$ cat config.mk
export PLATFORM = sky130hd
export DESIGN_NAME = spi_word_master
export DESIGN_NICKNAME = d
export VERILOG_FILES = /design/src/rtl/spi_wm_pkg.sv /design/src/rtl/spi_wm_hold.sv /design/src/rtl/spi_wm_tick.sv /design/src/rtl/spi_wm_rx.sv /design/src/rtl/spi_word_master.sv
export SDC_FILE = /design/constraint.sdc
export NUM_CORES = 1
export LEC_CHECK = 0
export BUFFER_PORTS_ARGS = -buffer_cell sky130_fd_sc_hd__buf_2
export CAP_MARGIN = 20
export CORE_MARGIN = 2
export CORE_UTILIZATION = 49
export CTS_CLUSTER_SIZE = 20
export DETAILED_ROUTE_END_ITERATION = 8
export GPL_TIMING_DRIVEN = 1
export PLACE_DENSITY = 0.72
export RECOVER_POWER = 25
export SYNTH_ARGS = -nofsm -noshare
export SYNTH_HDL_FRONTEND = slang
export SYNTH_HIERARCHICAL = 1
export SYNTH_SLANG_ARGS = --single-unit
$ cat constraint.sdc
create_clock -name clk -period 2.8 [get_ports clk]
set_clock_uncertainty 0.1 [all_clocks]
set_input_delay 0.14 -clock clk [delete_from_list [all_inputs] [get_ports clk]]
set_output_delay 0.14 -clock clk [all_outputs]
set_load 0.03 [all_outputs]
$ cat src/rtl/spi_wm_pkg.sv
package spi_wm_pkg;
    typedef enum logic [1:0] {
        ST_IDLE = 2'd0,
        ST_LOW  = 2'd1,
        ST_HIGH = 2'd2,
        ST_GAP  = 2'd3
    } eng_st_e;
endpackage

$ cat src/rtl/spi_wm_hold.sv
module spi_wm_hold #(
    parameter int WORD_W = 23
) (
    input  logic              clk,
    input  logic              rst_n,
    input  logic              in_valid,
    output logic              in_ready,
    input  logic [WORD_W-1:0] in_word,
    input  logic              take,
    output logic              out_valid,
    output logic [WORD_W-1:0] out_word
);
    typedef struct packed {
        logic              vld;
        logic [WORD_W-1:0] word;
    } hold_t;

    hold_t h_d, h_q;

    always_comb begin
        h_d = h_q;
        if (take) begin
            h_d.vld = 1'b0;
        end
        if (in_valid && !h_q.vld) begin
            h_d.vld  = 1'b1;
            h_d.word = in_word;
        end
    end

    always_ff @(posedge clk or negedge rst_n) begin
        if (!rst_n) begin
            h_q <= '0;
        end else begin
            h_q <= h_d;
        end
    end

    assign in_ready  = !h_q.vld;
    assign out_valid = h_q.vld;
    assign out_word  = h_q.word;

    // the engine only pulls a word that is actually held
    assert_take_full_R10: assert property (@(posedge clk) disable iff (!rst_n)
        take |-> h_q.vld);
endmodule

$ cat src/rtl/spi_wm_tick.sv
module spi_wm_tick #(
    parameter int DIV_W = 8
) (
    input  logic             clk,
    input  logic             rst_n,
    input  logic             clr,
    input  logic [DIV_W-1:0] half_div,
    output logic             tick
);
    logic [DIV_W-1:0] cnt_d, cnt_q;

    assign tick = !clr && (cnt_q >= half_div);

    always_comb begin
        cnt_d = cnt_q + 1'b1;
        if (clr || tick) begin
            cnt_d = '0;
        end
    end

    always_ff @(posedge clk or negedge rst_n) begin
        if (!rst_n) begin
            cnt_q <= '0;
        end else begin
            cnt_q <= cnt_d;
        end
    end

    // with a non-zero divider two ticks never come back to back
    assert_tick_spacing_R11: assert property (@(posedge clk) disable iff (!rst_n)
        tick && (half_div != '0) |=> !tick || (half_div != $past(half_div)));
endmodule

$ cat src/rtl/spi_wm_rx.sv
module spi_wm_rx #(
    parameter int DATA_W = 16
) (
    input  logic              clk,
    input  logic              rst_n,
    input  logic              put,
    input  logic [DATA_W-1:0] put_data,
    input  logic              pop,
    output logic              valid,
    output logic [DATA_W-1:0] data
);
    typedef struct packed {
        logic              vld;
        logic [DATA_W-1:0] word;
    } rxh_t;

    rxh_t r_d, r_q;

    always_comb begin
        r_d = r_q;
        if (pop) begin
            r_d.vld = 1'b0;
        end
        if (put) begin
            r_d.vld  = 1'b1;
            r_d.word = put_data;
        end
    end

    always_ff @(posedge clk or negedge rst_n) begin
        if (!rst_n) begin
            r_q <= '0;
        end else begin
            r_q <= r_d;
        end
    end

    assign valid = r_q.vld;
    assign data  = r_q.word;

    // a kept reply never lands on an unread one
    assert_put_empty_R9: assert property (@(posedge clk) disable iff (!rst_n)
        put |-> !r_q.vld);
endmodule

$ cat src/rtl/spi_word_master.sv
module spi_word_master
    import spi_wm_pkg::*;
#(
    parameter int DATA_W = 16,
    parameter int DIV_W  = 8,
    parameter int DLY_W  = 8
) (
    input  logic                       clk,
    input  logic                       rst_n,
    input  logic [DIV_W-1:0]           half_div,
    input  logic [DLY_W-1:0]           frame_dly,
    input  logic [DLY_W-1:0]           xfer_dly,
    input  logic                       cmd_valid,
    output logic                       cmd_ready,
    input  logic [DATA_W-1:0]          cmd_data,
    input  logic [$clog2(DATA_W)-1:0]  cmd_len,
    input  logic                       cmd_eot,
    input  logic                       cmd_eof,
    input  logic                       cmd_rxign,
    input  logic                       rx_read,
    output logic                       rx_valid,
    output logic [DATA_W-1:0]          rx_data,
    output logic                       sck,
    output logic                       mosi,
    input  logic                       miso,
    output logic                       ssel_n,
    output logic                       busy
);
    localparam int LEN_W  = $clog2(DATA_W);
    localparam int WORD_W = DATA_W + LEN_W + 3;
    localparam int CNT_W  = DLY_W + 1;
    localparam int IGN_B  = DATA_W + LEN_W;

    typedef struct packed {
        eng_st_e           st;
        logic              ssel_n;
        logic              sck;
        logic [DATA_W-1:0] tx;
        logic [DATA_W-1:0] rx;
        logic [LEN_W-1:0]  bits;
        logic              eot;
        logic              eof;
        logic              ign;
        logic [CNT_W-1:0]  dcnt;
    } eng_t;

    eng_t e_d, e_q;

    logic              h_vld;
    logic [WORD_W-1:0] h_word;
    logic              take;
    logic              tick;
    logic              tick_clr;
    logic              rx_put;

    logic [DATA_W-1:0] h_data;
    logic [LEN_W-1:0]  h_len;
    logic              h_ign, h_eof, h_eot;
    logic [LEN_W:0]    h_sh;
    logic [DLY_W-1:0]  gap;
    logic              start_ok;

    spi_wm_hold #(.WORD_W(WORD_W)) u_hold (
        .clk      (clk),
        .rst_n    (rst_n),
        .in_valid (cmd_valid),
        .in_ready (cmd_ready),
        .in_word  ({cmd_eot, cmd_eof, cmd_rxign, cmd_len, cmd_data}),
        .take     (take),
        .out_valid(h_vld),
        .out_word (h_word)
    );

    spi_wm_tick #(.DIV_W(DIV_W)) u_tick (
        .clk     (clk),
        .rst_n   (rst_n),
        .clr     (tick_clr),
        .half_div(half_div),
        .tick    (tick)
    );

    spi_wm_rx #(.DATA_W(DATA_W)) u_rx (
        .clk     (clk),
        .rst_n   (rst_n),
        .put     (rx_put),
        .put_data(e_q.rx),
        .pop     (rx_read),
        .valid   (rx_valid),
        .data    (rx_data)
    );

    assign h_data = h_word[DATA_W-1:0];
    assign h_len  = h_word[DATA_W +: LEN_W];
    assign h_ign  = h_word[IGN_B];
    assign h_eof  = h_word[IGN_B + 1];
    assign h_eot  = h_word[IGN_B + 2];
    assign h_sh   = (LEN_W + 1)'(DATA_W - 1) - {1'b0, h_len};

    // a kept-reply word waits for the receive register to drain
    assign start_ok = h_vld && (h_ign || !rx_valid);
    assign tick_clr = (e_q.st == ST_IDLE);

    always_comb begin
        if (e_q.eot) begin
            gap = (e_q.eof && (frame_dly > xfer_dly)) ? frame_dly : xfer_dly;
        end else if (e_q.eof) begin
            gap = frame_dly;
        end else begin
            gap = '0;
        end
    end

    always_comb begin
        e_d    = e_q;
        take   = 1'b0;
        rx_put = 1'b0;
        unique case (e_q.st)
            ST_IDLE: begin
                if (start_ok) begin
                    take       = 1'b1;
                    e_d.st     = ST_LOW;
                    e_d.ssel_n = 1'b0;
                    e_d.sck    = 1'b0;
                    e_d.tx     = h_data << h_sh;
                    e_d.rx     = '0;
                    e_d.bits   = h_len;
                    e_d.eot    = h_eot;
                    e_d.eof    = h_eof;
                    e_d.ign    = h_ign;
                end
            end
            ST_LOW: begin
                if (tick) begin
                    e_d.sck = 1'b1;
                    e_d.rx  = {e_q.rx[DATA_W-2:0], miso};
                    e_d.st  = ST_HIGH;
                end
            end
            ST_HIGH: begin
                if (tick) begin
                    e_d.sck = 1'b0;
                    if (e_q.bits != '0) begin
                        e_d.bits = e_q.bits - 1'b1;
                        e_d.tx   = e_q.tx << 1;
                        e_d.st   = ST_LOW;
                    end else begin
                        rx_put = !e_q.ign;
                        if (e_q.eot) begin
                            e_d.ssel_n = 1'b1;
                        end
                        if (gap != '0) begin
                            e_d.dcnt = {gap, 1'b0};
                            e_d.st   = ST_GAP;
                        end else begin
                            e_d.st = ST_IDLE;
                        end
                    end
                end
            end
            ST_GAP: begin
                if (tick) begin
                    if (e_q.dcnt == CNT_W'(1)) begin
                        e_d.st = ST_IDLE;
                    end else begin
                        e_d.dcnt = e_q.dcnt - 1'b1;
                    end
                end
            end
            default: e_d.st = ST_IDLE;
        endcase
    end

    always_ff @(posedge clk or negedge rst_n) begin
        if (!rst_n) begin
            e_q        <= '0;
            e_q.st     <= ST_IDLE;
            e_q.ssel_n <= 1'b1;
        end else begin
            e_q <= e_d;
        end
    end

    assign sck    = e_q.sck;
    assign mosi   = e_q.tx[DATA_W-1];
    assign ssel_n = e_q.ssel_n;
    assign busy   = h_vld || (e_q.st != ST_IDLE) || !e_q.ssel_n;

    // clock idles low while no slave is selected
    assert_sck_idle_R1: assert property (@(posedge clk) disable iff (!rst_n)
        ssel_n |-> !sck);

    // data out does not move while the clock is high
    assert_mosi_hold_R1: assert property (@(posedge clk) disable iff (!rst_n)
        sck && $past(sck) |-> $stable(mosi));

    // a selected slave always shows as busy
    assert_busy_sel_R12: assert property (@(posedge clk) disable iff (!rst_n)
        !ssel_n |-> busy);

    // a kept-reply word never starts over an unread reply
    assert_stall_R9: assert property (@(posedge clk) disable iff (!rst_n)
        take && !h_ign |-> !rx_valid);

    // slave select is only released by a word carrying the release flag
    assert_release_R3: assert property (@(posedge clk) disable iff (!rst_n)
        $rose(ssel_n) |-> $past(e_q.eot));
endmodule

==> results of run 1 <==
==> registers in the layout, summed over array words and instances (netlist names) <==
register	count
e_q	49
mosi	1
sck	1
ssel_n	1
u_hold/out_valid	1
u_hold/out_word	23
u_rx/data	16
u_rx/valid	1
u_tick/cnt_q	8
==> power groups by stage <==
stage          Clock [mW]  Sequential [mW]  Combinational [mW]
2_1_floorplan           0             2.28                2.57
4_1_cts              1.31             2.46                3.17
5_1_grt              1.37             2.55                3.54
3_3_place_gp            0             2.45                3.03
6_report             1.29             2.46                3.21
3_5_place_dp            0             2.48                3.13
==> per-layer routing <==
metal  part of all wire  up-vias
li1                   -     2199
met3              0.038       19
met1               0.43     2194
met4              0.016        0
met5                  0        -
met2               0.51      112
==> cell usage in the layout (no fill, tap or decap), types with 3 or more instances in the layout <==
cell	count
dfrtp_1	100
buf_2	72
nand2_1	71
o21ai_0	41
a21oi_1	31
mux2_4	29
inv_1	27
nor2_1	27
dlygate4sd3_1	26
ha_1	20
mux2i_1	17
nand3_1	15
mux2_2	15
buf_4	15
a22oi_1	10
clkbuf_16	9
nor3_2	7
or3_1	6
nor2b_1	5
a21oi_2	5
nor4_1	5
mux4_2	5
a22o_1	5
a221oi_1	5
a31oi_1	4
a211oi_1	4
and3_1	4
nor3_1	4
xor2_1	4
o21ai_1	3
nor2_2	3
nand2b_1	3
nand4_1	3
a21boi_0	3
a22o_2	3
a32oi_1	3
clkinvlp_4	3
==> final cells by class <==
type | instances | area [µm²] | share of cell area
Multi-Input combinational cell | 400 | 3000 | 0.434
Sequential cell | 101 | 2530 | 0.366
Tap cell | 143 | 179 | 0.0259
Clock buffer | 9 | 225 | 0.0326
Timing Repair Buffer | 118 | 795 | 0.115
Inverter | 27 | 101 | 0.0147
Clock inverter | 7 | 83.8 | 0.0121
==> cells in the mapped netlist (5+ instances only) <==
cell / count / share of area
dfrtp_1: 100 / 0.43
nand2_1: 72 / 0.047
o21ai_0: 42 / 0.036
a21oi_1: 32 / 0.028
nor2_1: 30 / 0.019
mux2_4: 29 / 0.075
inv_1: 27 / 0.018
ha_1: 20 / 0.043
mux2i_1: 17 / 0.029
clkbuf_1: 16 / 0.010
mux2_2: 15 / 0.029
nand3_1: 15 / 0.013
a22oi_1: 10 / 0.013
nor2b_1: 7 / 0.0076
nor3_2: 7 / 0.012
buf_6: 6 / 0.012
or3_1: 6 / 0.0065
a221oi_1: 5 / 0.0076
a22o_1: 5 / 0.0076
mux4_2: 5 / 0.019
nor4_1: 5 / 0.0054
==> path summary, 6_finish.rpt <==
path                                 startpoint      end  slack, ps
worst max-delay path            u_tick/cnt_q[3]  e_q[15]        110
worst min-delay path               frame_dly[1]   e_q[2]         80
worst max register to register  u_tick/cnt_q[3]  e_q[15]        110
worst min register to register          e_q[31]  e_q[31]        380
max in group asynchronous                 rst_n     mosi        720
min in group asynchronous                 rst_n   e_q[6]        380
==> critical path, cell delays in order, from the launching register on <==
cell and delay [ps]:
dfrtp_1 410, ha_1 300, o21a_1 140, a21oi_2 80
o31ai_4 290, nor2b_4 290, nand2_2 120, o22a_1 230
nor2_4 210, buf_6 170, nand2_1 60, a22o_1 180
==> cell families after synthesis <==
| family | synth area share |
|---|---|
| mux | 0.153 |
| xor+xnor | 0.00908 |
| compound gates | 0.158 |
| buf+inv | 0.0504 |
| flops | 0.437 |
| fa+ha+maj | 0.0433 |
| simple gates | 0.149 |
==> stage by stage <==
| stage | setup TNS [ps] | worst slack [ps] | hold WS [ps] | instance area [µm²] | power [mW] |
|---|---|---|---|---|---|
| 6_report | 0 | 110 | 75.2 | 6910 | 6.96 |
| 3_3_place_gp | 0 | 148 | 47.7 | 6320 | 5.48 |
| 4_1_cts | -2.67 | -2.67 | 69.9 | 6890 | 6.94 |
| 3_5_place_dp | 0 | 55.4 | 53.6 | 6320 | 5.61 |
| 2_1_floorplan | -6.47 | -6.47 | -256 | 5800 | 4.85 |
| 5_1_grt | 0 | 0.892 | 91.3 | 6910 | 7.45 |
==> repair_timing <==
action | 4_1_cts | 5_1_grt
buffers inserted | 0 | 1
endpoints found under the hold margin | 65 | 0
gates resized for setup | 0 | 8
endpoints found under the setup margin | 1 | 19
pin swaps | 0 | 1
hold buffers | 26 | 0
==> out/metrics.csv, run 1 <==
stage,metric,value,unit
outcome,status,finished clean,
grt,GR Util met3,0.0367,
grt,vias in the first global route,4591,
yosys,ys async rst share,1.00,
critical_path,r2r worst-path depth,11,
die,core footprint,11500,µm²
timing,fmax,372,MHz
finish,final net count,729,
grt,initial antenna violation count,0,
routing,total routed wirelength,12.8,mm
finish,Layout area overhead,19.4,%
yosys,"EDFF count, synth",0,
worst_hold_path,min-delay worst type,primary input to register,
die,DIE AREA,12700,µm²
yosys,Syn Area/Cell,10.3,µm²
die,Chip Width,113,µm
die,die height,113,µm
cts,Sink Count,101,
grt,grt met2 use,0.358,
cts,clock-pin slew on the worst setup and hold paths,80,ps
critical_path,Critical Path Sink Type,register,
critical_path,CP max FO,11,
timing,relative slew slack,0.338,
yosys,Mapped Nets,632,
routing,initial detailed-routing violation count,188,
routing,post-detailed-route count of antenna-violating nets,0,
yosys,Most used DFF post-synth,dfrtp_1,
yosys,post-synthesis sequential area ratio,0.437,
finish,post-route insts no fill,805,
pwr,P per Cell Area,1010,nW/µm²
grt,global-route wire length before repair,21.6,mm
placement,Final Wtd Congestion,0.882,
yosys,synthesized instance count,560,
finish,Post-Route Utilization,0.602,
cts,Clock Tree Root,clkbuf_16,
grt,gr ovfl total,0,
grt,gr usage total,0.208,
routing,via/cell ratio,5.62,
timing,Final Setup Violations,0,
pwr,clock share of power,0.186,
job,Max Cap Viol,0,
grt,GR Util met1,0.268,
cts,latest clock arrival within the worst-skew pair,360,ps
cts,CTS H-Tree Depth,3,
cts,CTS tree,yes,
pwr,Leak,3.21,nW
routing,via count,4524,
cts,clock buffer depth,2,
timing,worst slew pin tran,993,ps
yosys,Mapped Area,5780,µm²
die,Core Rows,39,
finish,Ant. Diodes,0,
cts,Inserted Clock Buffers,9,
pwr,Worst VDD drop,0.607,mV
worst_hold_path,hold depth,4,
critical_path,Startpoint Class,register,
pwr,Pint,4.18,mW
finish,fillers,939,
placement,number of buffers inserted by port buffering,73,
timing,final critical-path required period,2690,ps
critical_path,Crit path required time,2940,ps
yosys,Yosys reg bits,101,
routing,wire per inst,15.9,µm
critical_path,kind of critical path,register to register,
grt,largest net degree at the start of global routing,43,
timing,period utilisation layout,0.961,
timing,"Hold Violations, Final",0,
yosys,Synth cell types,69,
routing,drt first pass iters,4,
timing,max-slew violations,0,
pwr,Gate power share,0.461,
die,I/O pins,74,
yosys,synth warn,6,
placement,dpl hpwl,9.24,mm
grt,busiest grt layer,met2,
placement,dpl cells,762,
pwr,Net Sw Frac,0.400,
pwr,Switch Pwr,2.79,mW
timing,RSZ-0062 raised after global routing,false,
routing,DRC violations left,0,
finish,share of layout cells above drive strength 1,0.293,
die,Initial Utilization,0.504,
critical_path,CP Data Arrival Time,2830,ps
pwr,sequential share of power,0.354,
Power figures use the tool's default switching activity.
==> inputs of run 2 (changes only) <==
--- a/config.mk
+++ b/config.mk
@@ -14,6 +14,7 @@
 export GPL_TIMING_DRIVEN = 1
 export PLACE_DENSITY = 0.72
 export RECOVER_POWER = 25
+export REMOVE_ABC_BUFFERS = 1
 export SYNTH_ARGS = -nofsm -noshare
 export SYNTH_HDL_FRONTEND = slang
 export SYNTH_HIERARCHICAL = 1
==> out/metrics.csv, run 2 (synthesis gave the netlist of run 1 again) <==
stage,metric,value,unit,change
outcome,status,finished clean,,
finish,Post-Route Utilization,0.600,,-0.00273
cts,CTS tree,yes,,
die,Initial Utilization,0.504,,unchanged
critical_path,max incr delay on CP,530,ps,+120 ps
routing,total routed wirelength,12.3,mm,-4.0%
finish,share of layout cells above drive strength 1,0.283,,-0.0101
critical_path,kind of critical path,register to register,,
critical_path,CP Cell Sequence,ha_1 > or4_4 > a21oi_4 > o31ai_4 > nor2b_4 > and2b_2 > nor2_1 > or2_1 > mux2_4,,
critical_path,Startpoint Class,register,,
timing,Final Setup Violations,0,,unchanged
cts,Clock Tree Root,clkbuf_16,,
finish,final net count,728,,-0.14%
die,Core Rows,39,,unchanged
routing,initial detailed-routing violation count,288,,+53%
pwr,Pint,4.06,mW,-2.7%
cts,Inserted Clock Buffers,9,,unchanged
job,Max Cap Viol,0,,unchanged
die,I/O pins,74,,unchanged
timing,fmax,371,MHz,-0.15%
critical_path,Critical Path Sink Type,register,,
die,core footprint,11500,µm²,unchanged
grt,initial antenna violation count,0,,unchanged
pwr,Net Sw Frac,0.404,,+0.00403
pwr,sequential share of power,0.358,,+0.004
routing,wire per inst,15.3,µm,-3.9%
critical_path,Critical Path End,e_q[1],,
routing,post-detailed-route count of antenna-violating nets,0,,unchanged
critical_path,crit path from,u_tick/cnt_q[2],,
timing,max-slew violations,0,,unchanged
timing,relative slew slack,0.105,,-0.234
critical_path,R2R setup slack,110,ps,about the same
die,Chip Width,113,µm,unchanged
finish,Ant. Diodes,0,,unchanged
timing,minimum hold slack,85.5,ps,+10.3 ps
placement,number of buffers inserted by port buffering,73,,unchanged
finish,Layout area overhead,18.9,%,
critical_path,Worst path slowest cell,or4_4,,
grt,largest net degree at the start of global routing,56,,+30%
routing,drt first pass iters,5,,+1
cts,latest clock arrival within the worst-skew pair,350,ps,about the same
timing,RSZ-0062 raised after global routing,false,,
timing,worst slew pin tran,1340,ps,+350 ps
timing,period utilisation layout,0.962,,+0.00144
timing,"Hold Violations, Final",0,,unchanged
grt,gr usage total,0.205,,-0.00286
pwr,Worst VDD drop,0.604,mV,-0.39%
grt,global-route wire length before repair,21.2,mm,-1.9%
cts,CTS H-Tree Depth,3,,unchanged
critical_path,CP max FO,9,,-2
cts,postcts setup bufs,0,,unchanged
routing,DRC violations left,0,,unchanged
pwr,P per Cell Area,992,nW/µm²,-1.6%
placement,dpl hpwl,8.82,mm,-4.6%
timing,final critical-path required period,2690,ps,+4.02 ps
critical_path,CP Data Arrival Time,2830,ps,about the same
cts,clock buffer depth,2,,unchanged
die,DIE AREA,12700,µm²,unchanged
finish,Largest register FFs,49,,unchanged
cts,clock-pin slew on the worst setup and hold paths,70,ps,about the same
cts,Sink Count,101,,unchanged
placement,Post-Place Setup Slack,51.2,ps,-4.17 ps
grt,vias in the first global route,4455,,-3.0%
pwr,Switch Pwr,2.76,mW,-1.1%
pwr,clock share of power,0.174,,-0.012
worst_hold_path,min-delay worst type,primary input to register,,
die,die height,113,µm,unchanged
pwr,Leak,3.19,nW,-0.74%
finish,"commonest non-fill, non-tap cell in the layout",dfrtp_1,,
routing,via count,4565,,+0.91%
critical_path,Crit path required time,2940,ps,about the same
pwr,Gate power share,0.469,,+0.008
finish,most frequent cells in the layout,"dfrtp_1 (100), nand2_1 (72), buf_2 (69), o21ai_0 (42), a21oi_1 (31)",,
placement,Final Wtd Congestion,0.914,,+3.6%
critical_path,r2r worst-path depth,9,,-2
timing,final worst slack,106,ps,-4.03 ps
critical_path,FF-to-FF End,e_q[1],,
critical_path,FF-to-FF Start,u_tick/cnt_q[2],,
finish,Largest Register,e_q,,
grt,gr ovfl total,0,,unchanged
routing,via/cell ratio,5.68,,+1.0%
==> run 2: routing by layer <==
metal	routed length, µm	global-route usage	vias to the layer above
li1	-	-	2205
met1	5610	0.278	2213
met2	5890	0.337	129
met3	574	0.0286	18
met5	0	0	-
met4	233	0.0797	0
==> run 2: final cells by class <==
class	count	area, µm²
Timing Repair Buffer	117	795
Clock buffer	9	225
Sequential cell	101	2530
Tap cell	143	179
Fill cell	952	4590
Inverter	27	101
Multi-Input combinational cell	400	2990
Clock inverter	7	60.1
==> run 2: repair_timing <==
action,CTS,global route
endpoints found under the hold margin,77,0
hold buffers,26,0
resized for setup,0,3
endpoints found under the setup margin,0,9
==> run 2: through the flow <==
step	std cells	setup TNS, ps	power (mW)	area (µm²)
3_5_place_dp	762	0	5.59	6320
4_1_cts	804	0	6.83	6870
3_3_place_gp	762	0	5.48	6320
6_report	804	0	6.82	6880
2_1_floorplan	528	-35810	4.70	5590
5_1_grt	804	0	7.35	6880
==> run 2: how the worst min path moves through the flow <==
stage / endpoint / slack, ps / start / depth (start not counted)
detailed placement: e_q[7] / 130 / rst_n / 1
global route: e_q[6] / 100 / frame_dly[5] / 4
finish: e_q[2] / 90 / frame_dly[1] / 4
floorplan: e_q[0] / -260 / rst_n / 0
global placement: e_q[7] / 120 / rst_n / 1
CTS: e_q[2] / 70 / frame_dly[1] / 4
==> run 2: power by group through the flow <==
stage	logic (mW)	registers, mW	clock network (mW)
2_1_floorplan	2.27	2.43	0
4_1_cts	3.18	2.44	1.22
3_3_place_gp	3.05	2.43	0
3_5_place_dp	3.13	2.46	0
5_1_grt	3.57	2.52	1.27
6_report	3.20	2.44	1.18
==> run 2: critical path, delay by kind of cell, from the launching register on <==
kind	cells	cell delay, ps
AO/OA/AOI/OAI	2	240
multiplexers	1	340
AND/OR/NAND/NOR	5	1290
flip-flops	1	430
adder cells (fa/ha/maj)	1	220
==> inputs of run 3 (changes only) <==
--- a/config.mk
+++ b/config.mk
@@ -5,6 +5,7 @@
 export SDC_FILE = /design/constraint.sdc
 export NUM_CORES = 1
 export LEC_CHECK = 0
+export ABC_AREA = 1
 export BUFFER_PORTS_ARGS = -buffer_cell sky130_fd_sc_hd__buf_2
 export CAP_MARGIN = 20
 export CORE_MARGIN = 2
@@ -12,7 +13,7 @@
 export CTS_CLUSTER_SIZE = 20
 export DETAILED_ROUTE_END_ITERATION = 8
 export GPL_TIMING_DRIVEN = 1
-export PLACE_DENSITY = 0.72
+export PLACE_DENSITY = 0.78
 export RECOVER_POWER = 25
 export REMOVE_ABC_BUFFERS = 1
 export SYNTH_ARGS = -nofsm -noshare
==> out/metrics.csv, run 3 <==
stage,metric,value,unit,change
finish,share of layout cells above drive strength 1,0.147,,-0.136
cts,CTS H-Tree Depth,3,,unchanged
yosys,multiplexer share of the synthesized area,0.00696,,-0.146
critical_path,max incr delay on CP,440,ps,-90 ps
routing,via count,5075,,+11%
die,Initial Utilization,0.504,,about the same
die,Core Rows,39,,unchanged
pwr,Switch Pwr,1.73,mW,-37%
yosys,Synth Area in Compound Gates,0.105,,-0.0527
yosys,main combinational cell family by area after synthesis,simple AND/OR/NAND/NOR gates,,
yosys,Mapped Area,5760,µm²,-0.50%
finish,most frequent cells in the layout,"nand2_1 (247), dfrtp_1 (99), nand3_1 (86), inv_1 (61), buf_2 (58)",,
placement,Post-Place Setup Slack,177,ps,+126 ps
die,core footprint,11400,µm²,-0.42%
cts,Clock Tree Root,clkbuf_16,,
cts,clock-pin slew on the worst setup and hold paths,70,ps,about the same
pwr,Worst VDD drop,0.542,mV,-10%
critical_path,CP max FO,6,,-3
critical_path,FF-to-FF End,mosi,,
die,die height,112,µm,-0.24%
pwr,P per Cell Area,673,nW/µm²,-32%
die,I/O pins,74,,unchanged
finish,Largest register FFs,49,,unchanged
critical_path,CP Cell Sequence,ha_1 > nand2_1 > nor2_1 > nand2_1 > nand3_1 > nand2_1 > inv_1 > inv_1 > o21ai_2 > nand2_2 > nor3_4 > inv_2 > a21oi_1 > nand2_1 > o21ai_0 > inv_1,,
cts,clock buffer depth,2,,unchanged
outcome,status,finished clean,,
yosys,most frequent cell after synthesis,nand2_1,,
finish,post-route insts no fill,992,,+23%
critical_path,Critical Path Sink Type,register,,
timing,fmax,376,MHz,+1.2%
routing,initial detailed-routing violation count,311,,+8.0%
timing,minimum hold slack,144,ps,+58.5 ps
critical_path,Startpoint Class,register,,
yosys,post-synthesis sequential area ratio,0.439,,+0.00219
timing,final worst slack,139,ps,+33.2 ps
yosys,synthesized instance count,749,,+34%
timing,worst slew pin tran,1110,ps,-232 ps
grt,gr usage total,0.207,,+0.00117
die,DIE AREA,12600,µm²,-0.48%
pwr,Gate power share,0.321,,-0.148
cts,Inserted Clock Buffers,9,,unchanged
yosys,Yosys reg bits,101,,unchanged
critical_path,most frequent CP cell,nand2_1,,
finish,Post-Route Utilization,0.593,,-0.00697
routing,DRC violations left,0,,unchanged
cts,latest clock arrival within the worst-skew pair,350,ps,about the same
critical_path,WP depth,16,,+7
placement,Final Wtd Congestion,0.927,,+1.5%
job,Max Cap Viol,0,,unchanged
yosys,post-synthesis xor/xnor area fraction,0.0137,,+0.00461
pwr,sequential share of power,0.414,,+0.056
critical_path,kind of critical path,register to register,,
yosys,Syn Area/Cell,7.68,µm²,-26%
yosys,Synth Area in Simple Gates,0.311,,+0.162
placement,number of buffers inserted by port buffering,73,,unchanged
timing,relative slew slack,0.259,,+0.155
critical_path,r2r worst-path depth,16,,+7
timing,"Hold Violations, Final",0,,unchanged
placement,dpl cells,946,,+24%
routing,drt first pass iters,5,,unchanged
routing,wire per inst,12.7,µm,-17%
pwr,Pint,2.82,mW,-31%
yosys,"EDFF count, synth",0,,unchanged
cts,Sink Count,101,,unchanged
timing,Final Setup Violations,0,,unchanged
worst_hold_path,min-delay worst type,primary input to register,,
die,Chip Width,112,µm,-0.24%
yosys,Synth cell types,45,,-35%
grt,largest net degree at the start of global routing,61,,+8.9%
finish,Multi-input gate area,2770,µm²,-7.2%
critical_path,FF-to-FF Start,u_tick/cnt_q[3],,
yosys,Synth top cells by count,"nand2_1 (247), dfrtp_1 (100), nand3_1 (86), inv_1 (61)",,
yosys,Most used DFF post-synth,dfrtp_1,,
finish,Ant. Diodes,0,,unchanged
timing,max-slew violations,0,,unchanged
yosys,Synth area leader,dfrtp_1,,
yosys,ys async rst share,1.00,,unchanged
finish,sequential cell area,2530,µm²,about the same
yosys,synth warn,6,,unchanged
grt,initial antenna violation count,0,,unchanged
critical_path,Worst path slowest cell,dfrtp_2,,
finish,fillers,1048,,+10%
finish,"commonest non-fill, non-tap cell in the layout",nand2_1,,
grt,gr ovfl total,0,,unchanged
critical_path,R2R setup slack,140,ps,+30 ps
finish,Largest Register,e_q,,
critical_path,crit path from,u_tick/cnt_q[3],,
finish,Layout area overhead,17.6,%,
yosys,Post-Synth Adder-Cell Area,0.0435,,+0.000216
critical_path,CP Data Arrival Time,2800,ps,-30 ps
timing,period utilisation layout,0.950,,-0.0119
pwr,clock share of power,0.265,,+0.091
grt,vias in the first global route,4735,,+6.3%
grt,global-route wire length before repair,21.8,mm,+2.7%
critical_path,Crit path required time,2940,ps,about the same
timing,Setup TNS Final,0,ps,unchanged
critical_path,WP buf/inv,4,,+4
critical_path,"delay-heaviest family, CP",simple AND/OR/NAND/NOR gates,,
finish,final net count,916,,+26%
routing,post-detailed-route count of antenna-violating nets,0,,unchanged
pwr,Net Sw Frac,0.380,,-0.0240
timing,final critical-path required period,2660,ps,-33.2 ps
critical_path,Critical Path End,mosi,,
cts,CTS tree,yes,,
yosys,post-synth top area share,0.435,,+0.00216
routing,total routed wirelength,12.6,mm,+2.6%
yosys,Synth area leaders,"dfrtp_1 (43%), nand2_1 (16%), nand3_1 (7.5%), ha_1 (4.3%), inv_1 (4.0%)",,
placement,dpl hpwl,8.87,mm,+0.62%
routing,via/cell ratio,5.12,,-9.9%
pwr,Leak,3.58,nW,+12%
run 3: area by class of cell:
| cell class | count | share of cell area |
|---|---|---|
| well taps | 143 | 0.0264 |
| inverters | 68 | 0.0388 |
| clock buffers | 9 | 0.0333 |
| repair buffers | 113 | 0.108 |
| multi-input cells | 551 | 0.410 |
| clock inverters | 7 | 0.00980 |
| flip-flops and latches | 101 | 0.374 |
run 3: layer usage:
metal	global-route usage	routed length, µm
met1	0.289	6000
met2	0.335	5970
met3	0.0405	565
met4	0.0488	92
met5	0	0
run 3: power groups by stage:
stage          registers (mW)  logic (mW)  clock network, mW
6_report                 1.89        1.46               1.21
4_1_cts                  1.88        1.46               1.24
2_1_floorplan            1.87        1.05                  0
3_5_place_dp             1.91        1.43                  0
3_3_place_gp             1.90        1.40                  0
5_1_grt                  1.93        1.68               1.30
run 3: logic make-up (layout without fill, tap and decap cells):
kind of cell,count (synthesis),count (layout)
multiplexers,4,4
adder cells (fa/ha/maj),20,20
XOR/XNOR,9,9
AND/OR/NAND/NOR,412,412
flip-flops,101,101
buffers and inverters,97,197
AO/OA/AOI/OAI,106,106
run 3: worst register-to-register path: cells and delay by family (launching register included):
family | cells | cell delay (ps)
fa+ha+maj | 1 | 300
compound gates | 3 | 410
buf+inv | 4 | 310
simple gates | 8 | 970
flops | 1 | 440
run 3: how the worst min path moves through the flow:
stage,depth (start not counted),startpoint,end,slack [ps]
6_report,3,cmd_valid,u_hold/out_word[10],140
5_1_grt,3,cmd_valid,u_hold/out_word[4],180
4_1_cts,3,cmd_valid,u_hold/out_word[2],130
3_5_place_dp,1,rst_n,e_q[6],70
3_3_place_gp,1,rst_n,e_q[6],60
2_1_floorplan,0,rst_n,e_q[0],-260
run 3: through the flow:
step	power (mW)	area (µm²)
finish	4.56	6770
global route	4.91	6770
CTS	4.58	6750
detailed placement	3.33	6200
global placement	3.30	6200
floorplan	2.92	5560
run 3: timing repair:
item                                    4_1_cts  5_1_grt
hold endpoints to repair                     65        0
setup buffers                                 0        4
hold buffers                                 26        0
resized for setup                             0        3
endpoints found under the setup margin        0       12
